### config.mk
export PLATFORM = sky130hd
export DESIGN_NAME = thermal_supervisor
export DESIGN_NICKNAME = d
export VERILOG_FILES = /design/src/rtl/tsup_pkg.sv /design/src/rtl/tsup_hyst_cmp.sv /design/src/rtl/tsup_chan_flag.sv /design/src/rtl/thermal_supervisor.sv
export SDC_FILE = /design/constraint.sdc
export NUM_CORES = 1
export LEC_CHECK = 0
export CAP_MARGIN = 10
export CORE_MARGIN = 3
export CORE_UTILIZATION = 40
export DETAILED_ROUTE_END_ITERATION = 10
export PLACE_DENSITY = 0.85
export SYNTH_ARGS = -nofsm -noshare
export SYNTH_HDL_FRONTEND = slang
export SYNTH_SLANG_ARGS = --single-unit
### constraint.sdc
create_clock -name clk -period 1.25 [get_ports clk]
set_input_delay 0.25 -clock clk [delete_from_list [all_inputs] [get_ports clk]]
set_output_delay 0.25 -clock clk [all_outputs]
set_load 0.05 [all_outputs]
### src/rtl/tsup_pkg.sv
package tsup_pkg;
  localparam int NUM_TIERS = 3;
  localparam int TIER_GATE = 0;
  localparam int TIER_LIMIT = 1;
  localparam int TIER_CRIT = 2;

  typedef struct packed {
    logic crit;
    logic limit;
    logic gate;
  } tier_hot_t;
endpackage

### src/rtl/tsup_hyst_cmp.sv
module tsup_hyst_cmp #(
  parameter int TW   = 8,
  parameter int TRIP = 110,
  parameter int HYST = 10
) (
  input  logic          clk,
  input  logic          rst_n,
  input  logic [TW-1:0] temp_i,
  output logic          hot_o
);
  localparam logic [TW-1:0] TRIP_V = TW'(TRIP);
  localparam logic [TW-1:0] REL_V  = TW'(TRIP - HYST);

  logic hot_q;

  always_ff @(posedge clk or negedge rst_n) begin
    if (!rst_n)                hot_q <= 1'b0;
    else if (temp_i >= TRIP_V) hot_q <= 1'b1;
    else if (temp_i <= REL_V)  hot_q <= 1'b0;
  end

  assign hot_o = hot_q;

  // tier set and release points
  a_r2_tier_set: assert property (@(posedge clk) disable iff (!rst_n)
    (temp_i >= TRIP_V) |=> hot_o);
  a_r2_tier_release: assert property (@(posedge clk) disable iff (!rst_n)
    (temp_i <= REL_V) |=> !hot_o);
  a_r8_band_hold: assert property (@(posedge clk) disable iff (!rst_n)
    (temp_i > REL_V && temp_i < TRIP_V) |=> $stable(hot_o));
endmodule

### src/rtl/tsup_chan_flag.sv
module tsup_chan_flag (
  input  logic clk,
  input  logic rst_n,
  input  logic gate_hot_i,
  input  logic limit_hot_i,
  input  logic crit_hot_i,
  input  logic seq_en_i,
  input  logic cur_lim_i,
  input  logic drv_on_i,
  input  logic off_cmd_i,
  output logic flag_o
);
  logic flag_q, latch_q, cause_crit_q;
  logic trip_crit, trip_lim, release_ok;

  assign trip_crit = crit_hot_i;
  assign trip_lim  = limit_hot_i & cur_lim_i;

  always_comb begin
    if (crit_hot_i)        release_ok = 1'b0;
    else if (cause_crit_q) release_ok = 1'b1;
    else if (seq_en_i)     release_ok = !gate_hot_i;
    else                   release_ok = !limit_hot_i;
  end

  always_ff @(posedge clk or negedge rst_n) begin
    if (!rst_n) begin
      flag_q       <= 1'b1;
      latch_q      <= 1'b0;
      cause_crit_q <= 1'b0;
    end else if (trip_crit) begin
      flag_q       <= 1'b0;
      latch_q      <= latch_q | drv_on_i;
      cause_crit_q <= 1'b1;
    end else if (trip_lim) begin
      flag_q       <= 1'b0;
      latch_q      <= 1'b1;
      cause_crit_q <= 1'b0;
    end else begin
      if (off_cmd_i) latch_q <= 1'b0;
      if (!flag_q && !latch_q && release_ok) flag_q <= 1'b1;
    end
  end

  assign flag_o = flag_q;

  a_r6_latched_is_low: assert property (@(posedge clk) disable iff (!rst_n)
    latch_q |-> !flag_o);
  a_r3_limit_trip: assert property (@(posedge clk) disable iff (!rst_n)
    (limit_hot_i && cur_lim_i && !crit_hot_i) |=> (!flag_o && latch_q));
  a_r7_crit_trip: assert property (@(posedge clk) disable iff (!rst_n)
    crit_hot_i |=> !flag_o);
  a_r10_trip_beats_off: assert property (@(posedge clk) disable iff (!rst_n)
    (trip_lim && off_cmd_i && !crit_hot_i) |=> latch_q);
  a_r8_rise_unlatched: assert property (@(posedge clk) disable iff (!rst_n)
    $rose(flag_o) |-> (!$past(latch_q) && !$past(crit_hot_i)));
endmodule

### src/rtl/thermal_supervisor.sv
module thermal_supervisor #(
  parameter int NCH        = 4,
  parameter int TW         = 8,
  parameter int T_GATE     = 110,
  parameter int T_LIMIT    = 130,
  parameter int T_CRIT     = 160,
  parameter int HYST       = 10
) (
  input  logic           clk,
  input  logic           rst_n,
  input  logic [TW-1:0]  temp_i,
  input  logic           seq_en_i,
  input  logic [NCH-1:0] cur_lim_i,
  input  logic [NCH-1:0] drv_on_i,
  input  logic [NCH-1:0] off_cmd_i,
  output logic [NCH-1:0] ovl_flag_o,
  output logic           accept_new_o,
  output logic [NCH-1:0] force_off_o,
  output logic           over_temp_o
);
  import tsup_pkg::*;

  localparam int TRIP_TAB [NUM_TIERS] = '{T_GATE, T_LIMIT, T_CRIT};

  logic [NUM_TIERS-1:0] hot;
  tier_hot_t            tiers;
  logic [NCH-1:0]       flags;

  for (genvar g = 0; g < NUM_TIERS; g++) begin : g_tier
    tsup_hyst_cmp #(.TW(TW), .TRIP(TRIP_TAB[g]), .HYST(HYST)) u_cmp (
      .clk    (clk),
      .rst_n  (rst_n),
      .temp_i (temp_i),
      .hot_o  (hot[g])
    );
  end

  assign tiers.gate  = hot[TIER_GATE];
  assign tiers.limit = hot[TIER_LIMIT];
  assign tiers.crit  = hot[TIER_CRIT];

  for (genvar c = 0; c < NCH; c++) begin : g_chan
    tsup_chan_flag u_flag (
      .clk         (clk),
      .rst_n       (rst_n),
      .gate_hot_i  (tiers.gate),
      .limit_hot_i (tiers.limit),
      .crit_hot_i  (tiers.crit),
      .seq_en_i    (seq_en_i),
      .cur_lim_i   (cur_lim_i[c]),
      .drv_on_i    (drv_on_i[c]),
      .off_cmd_i   (off_cmd_i[c]),
      .flag_o      (flags[c])
    );
  end

  assign ovl_flag_o   = flags;
  assign force_off_o  = ~flags;
  assign accept_new_o = ~tiers.gate;
  assign over_temp_o  = tiers.crit;

  a_r7_all_forced_off: assert property (@(posedge clk) disable iff (!rst_n)
    $rose(over_temp_o) |=> (&force_off_o));
  a_r2_gate_closed_when_hot: assert property (@(posedge clk) disable iff (!rst_n)
    over_temp_o |-> !accept_new_o);
  a_r9_mask_inverse: assert property (@(posedge clk) disable iff (!rst_n)
    $countones(force_off_o & ovl_flag_o) == 0);
endmodule

# Word-level counts from Yosys, hierarchy flattened

Index checks and enable logic that the tools add are counted.

Register bits after elaboration: 15
Input port bits: 23
Output and inout port bits: 10
Logic and storage cells: 111

$lt $le $gt $ge: 6
Mux-type cells: 47
Bitwise logic cells: 10
Reductions and logical operators: 33

Operator list:

| operator                                                           | count |
|---|---|
| two-way mux 1 bit                                                  | 47 |
| nonzero test 3 bit                                                 | 8 |
| greater-or-equal comparator 8 bit (second input constant)          | 2 |
| <= comparator 8 x 7 -> 1 bit (second input constant)               | 2 |
| nonzero test 2 bit                                                 | 7 |
| logical NOT 1 bit                                                  | 10 |
| greater-or-equal comparator 8 x 7 -> 1 bit (second input constant) | 1 |
| <= comparator 8 bit (second input constant)                        | 1 |
| logical AND 1 bit                                                  | 8 |
| bitwise AND 1 bit                                                  | 4 |
| inverter 4 bit                                                     | 1 |
| bitwise OR 1 bit                                                   | 4 |
| inverter 1 bit                                                     | 1 |

# Depth between registers and ports, before layout

Word-level depth: 8
Mapped depth: 4
Mapped depth without buffers: 3

# Hierarchy

Synthesis repeated with hierarchy kept, for this count alone.

Cell total of the unflattened synthesis: 75
Area, all modules: 884.6 um^2

By module, submodules not included:

| module                           | instances | cells an instance | area each (um^2) | sequential area each (um^2) |
|---|---|---|---|---|
| tsup_chan_flag                   | 4         | 13                | 168.9            | 76.3 |
| tsup_hyst_cmp at g_tier[1].u_cmp | 1         | 7                 | 68.8             | 25.0 |
| tsup_hyst_cmp at g_tier[2].u_cmp | 1         | 6                 | 61.3             | 25.0 |
| tsup_hyst_cmp at g_tier[0].u_cmp | 1         | 5                 | 60.1             | 25.0 |
| thermal_supervisor               | 1         | 5                 | 18.8             | 0.0 |

# Worst setup path before layout

Ideal clock, no wire load.

Path kind: register -> register
Start point: reg g_tier[2].u_cmp.hot_q
End point: reg g_chan[3].u_flag.latch_q
Setup time: 0.079 ns
Data arrival time: 1.252 ns
Required time: 1.171 ns
Slack: -0.081 ns
Stages on the path, launching flop included: 5
Path buffers: 1
Clock period less this slack: 1.331 ns
Cell sequence: dfrtp_1 -> buf_2 -> a21oi_1 -> a21oi_1 -> a2bb2oi_1

Cells in the longest elaborated chain, start to end: 1
Elaborated cells between the ends (all ways): 2
Classes of those cells: mux: 1; reduce/logical: 1

Ends and longest elaborated chain:

| element                                                                         | RTL line             | text |
|---|---|---|
| from (decl)                                                                     | tsup_hyst_cmp.sv:14  | `logic hot_q;` |
| from (signal assigned)                                                          | tsup_hyst_cmp.sv:17  | `if (!rst_n) hot_q <= 1'b0;` |
| from (signal assigned)                                                          | tsup_hyst_cmp.sv:18  | `else if (temp_i >= TRIP_V) hot_q <= 1'b1;` |
| from (signal assigned)                                                          | tsup_hyst_cmp.sv:19  | `else if (temp_i <= REL_V) hot_q <= 1'b0;` |
| nonzero test 3 bit (no source line) / two-way mux 1 bit (equally long branches) | n/a                  |  |
| to (signal assigned)                                                            | tsup_chan_flag.sv:33 | `latch_q <= latch_q \| drv_on_i;` |
| to (decl)                                                                       | tsup_chan_flag.sv:13 | `logic flag_q, latch_q, cause_crit_q;` |

Parallel ways exist; a longest one is shown, timed or not.
A chain may end at the register's enable or synchronous reset.

# Final worst setup path

Start point: reg g_chan[3].u_flag.flag_q
End point: out force_off_o[3]

Cells in the longest elaborated chain, start to end: 1

Ends and longest elaborated chain:

| element                | RTL line                 | text |
|---|---|---|
| from (decl)            | tsup_chan_flag.sv:13     |  |
| from (signal assigned) | tsup_chan_flag.sv:28     | `flag_q <= 1'b1;` |
| from (signal assigned) | tsup_chan_flag.sv:32     | `flag_q <= 1'b0;` |
| from (signal assigned) | tsup_chan_flag.sv:36     | `flag_q <= 1'b0;` |
| inverter 4 bit         | thermal_supervisor.sv:58 | `assign force_off_o = ~flags;` |
| to (decl)              | thermal_supervisor.sv:18 | `output logic [NCH-1:0] force_off_o,` |

Every way passes these cells.

==> impl_metrics.toml <==
[floorplanning]
die_area_mm2 = 0.002422
io_pins = 33
die_x_um = 49.22
start_util_pct = 45.85
core.rowCount = 14
core-area_mm2 = 0.001629
die-height_um = 49.22

[setup_path]
cp.arrival_ns = 1.07
end_kind = "primary output"
cp-start-kind = "register"
crit_type = "reg -> out"
crit_fanout = 2
cp.required_ns = 1.00

[global_routing]
antenna_found_initial = 0
first_global_vias = 712
grt_pass1_wl_um = 3084
track_usage_pct = 16.53
grt-ovfl-total = 0
grt_max_degree = 16

[clock_tree]
cts_max_level = 1
cts-root-buf = "clkbuf_4"
clkLatencyLatePin_ns = 0.29
numCtsBuffers = 3
cts_hold_buf = 0
cts_tree = "yes"
clock-sinks = 15
clk_pin_slew_ns = 0.10
clockBufferDepth = 2

[yosys]
synthCells = 75
synth.most_common_cell = "dfrtp_1"
ys_async_sr_fraction_pct = 100.0
ys.flop_type = "dfrtp_1"
synth_area_um2 = 747.0
synthTopCellsByCount = "dfrtp_1 (11), a21oi_1 (10), inv_1 (8)"
ys_seq_area_share_pct = 50.92
yosysTopAreaCell = "dfrtp_1"
synth_edf_count = 0
synth_top_area_share_pct = 36.85
netlist_top_cells_area = "dfrtp_1 (37%), dfstp_2 (14%), a21oi_1 (6.7%)"
syn_nets = 98
synth-seq-cells = 15
ys_warn_count = 0
yosysUniqueCellTypes = 24
avgSynthCellArea_um2 = 9.960

[timing]
setup_viol = 5
drv_slew = 0
maxClockFrequency_mhz = 758.9
tightest_slew_ns = 0.2371
fin_crit_sh_pct = 105.4
max_slew_margin_pct = 84.02
rsz0062_at_grt = "true"
layout_min_cycle_time_ns = 1.318
clock_skew_ns = 0.009016
holdWs_ns = 0.2745
hold_viol_final = 0
setup_slack_ns = -0.06763

[cells_and_area]
area_growth_pct = 68.51
final_cell_area_mm2 = 0.001259
drive_gt1_share_pct = 34.75
num-nets-final = 142
num_antenna_cells = 0
fillers = 110

[route]
antenna_left = 0
via_per_inst = 5.134
drtIter0Drc = 11
wirelength_um = 2052
num_vias = 729
drt-wirelength-per-cell_um = 14.45
dr.pass1.iters = 4
drc = 0

[pwr]
leakagePower_nw = 0.5494
ir_drop_mv = 0.7201
power_density_mw_per_mm2 = 1186

[placement]
io_buffer_count = 32
dp_hpwl_um = 1359
dpl_cell_area_mm2 = 0.001169
gp_congestion = 0.8220

[run_status]
status = "finished, violations left"
violations = "negative setup slack"

[run]
cap_viol_max_count = 0

[hold_path]
min_path_type = "in -> async"
==> worst paths after layout <==
path / startpoint / slack, ns / depth (start not counted) / end
max: g_chan[3].u_flag.flag_o / -0.07 / 2 / force_off_o[3]
min: rst_n / 0.27 / 2 / g_tier[2].u_cmp.hot_o
max reg2reg: g_tier[2].u_cmp.hot_o / 0.09 / 4 / g_chan[2].u_flag.latch_q
min reg2reg: g_chan[1].u_flag.cause_crit_q / 0.49 / 1 / g_chan[1].u_flag.cause_crit_q
max in group asynchronous: rst_n / 0.72 / 2 / g_chan[2].u_flag.flag_o
min in group clk: temp_i[1] / 0.42 / 4 / g_tier[1].u_cmp.hot_o
==> routing by layer <==
layer | GRT usage (%) | share of wire [%] | vias up
met5 | 0 | 0 | -
met4 | 8.531 | 1.5 | 0
met3 | 3.058 | 7.0 | 4
met2 | 27.46 | 50 | 31
met1 | 20.15 | 41 | 347
li1 | - | - | 347
==> layout make-up <==
class                           instances  area (um^2)  area share, %
Clock buffer                            3        22.52          1.789
Tap cell                               24        30.03          2.386
Timing Repair Buffer                   45        484.2          38.47
Clock inverter                          1        5.005         0.3976
Inverter                                9        33.78          2.684
Sequential cell                        15        382.9          30.42
Multi-Input combinational cell         45        300.3          23.86
==> power breakdown <==
part,internal [mW],total [mW],switching (mW),leakage (nW)
logic,0.302,0.594,0.292,0.371
registers,0.560,0.618,0.0582,0.161
clock network,0.119,0.281,0.162,0.0177
total,0.981,1.49,0.512,0.549
==> cell usage in the layout, fill, tap and decap left out, drive strengths merged, types with 2 or more instances in the layout <==
master         netlist  routed
buf                  6      23
clkdlybuf4s50        0      18
dfrtp               11      11
a21oi               10      10
inv                  8       8
nand2                4       4
a21o                 4       4
o21bai               4       4
a21boi               4       4
a2bb2oi              4       4
dfstp                4       4
o21ai                4       4
clkbuf               0       3
nand3                2       2
clkdlybuf4s15        0       2
dlygate4sd2          0       2
clkinv               1       2
==> registers in the layout (all words and copies together), names as in the netlist <==
| name | flops |
|---|---|
| g_chan.u_flag.cause_crit_q | 4 |
| g_chan.u_flag.flag_o | 4 |
| g_chan.u_flag.latch_q | 4 |
| g_tier.u_cmp.hot_o | 3 |
==> through the flow <==
stage | util, % | setup WS [ns] | TNS [ns] | std cells | total power, mW
3_3_place_gp | 71.74 | -0.3618 | -0.9055 | 133 | 1.144
2_1_floorplan | - | 0.06247 | 0 | 75 | 0.9009
5_1_grt | 77.27 | -0.1025 | -0.4373 | 142 | 1.565
4_1_cts | 75.81 | -0.06281 | -0.2362 | 140 | 1.470
6_report | 77.27 | -0.06763 | -0.2081 | 142 | 1.493
3_5_place_dp | 71.74 | -0.4126 | -1.253 | 133 | 1.157
==> critical path, cell delays in order, from the launching register on <==
cell and delay, ns:
dfstp_2 0.57, inv_2 0.06, buf_8 0.14
==> logic make-up after synthesis <==
logic type | after synthesis | synth area share [%]
AOI/OAI and AO/OA | 33 | 30.15
DFF | 15 | 50.92
buffers and inverters | 15 | 9.883
and+or+nand+nor | 11 | 7.704
muxes | 1 | 1.340
==> timing repair <==
action / CTS / global route
hold endpoints to repair: 0 / 0
pin swaps: 2 / 1
buffers inserted: 3 / 2
resized for setup: 15 / 3
setup endpoints to repair: 6 / 15
Note: power is estimated with default switching activity, not from simulation.
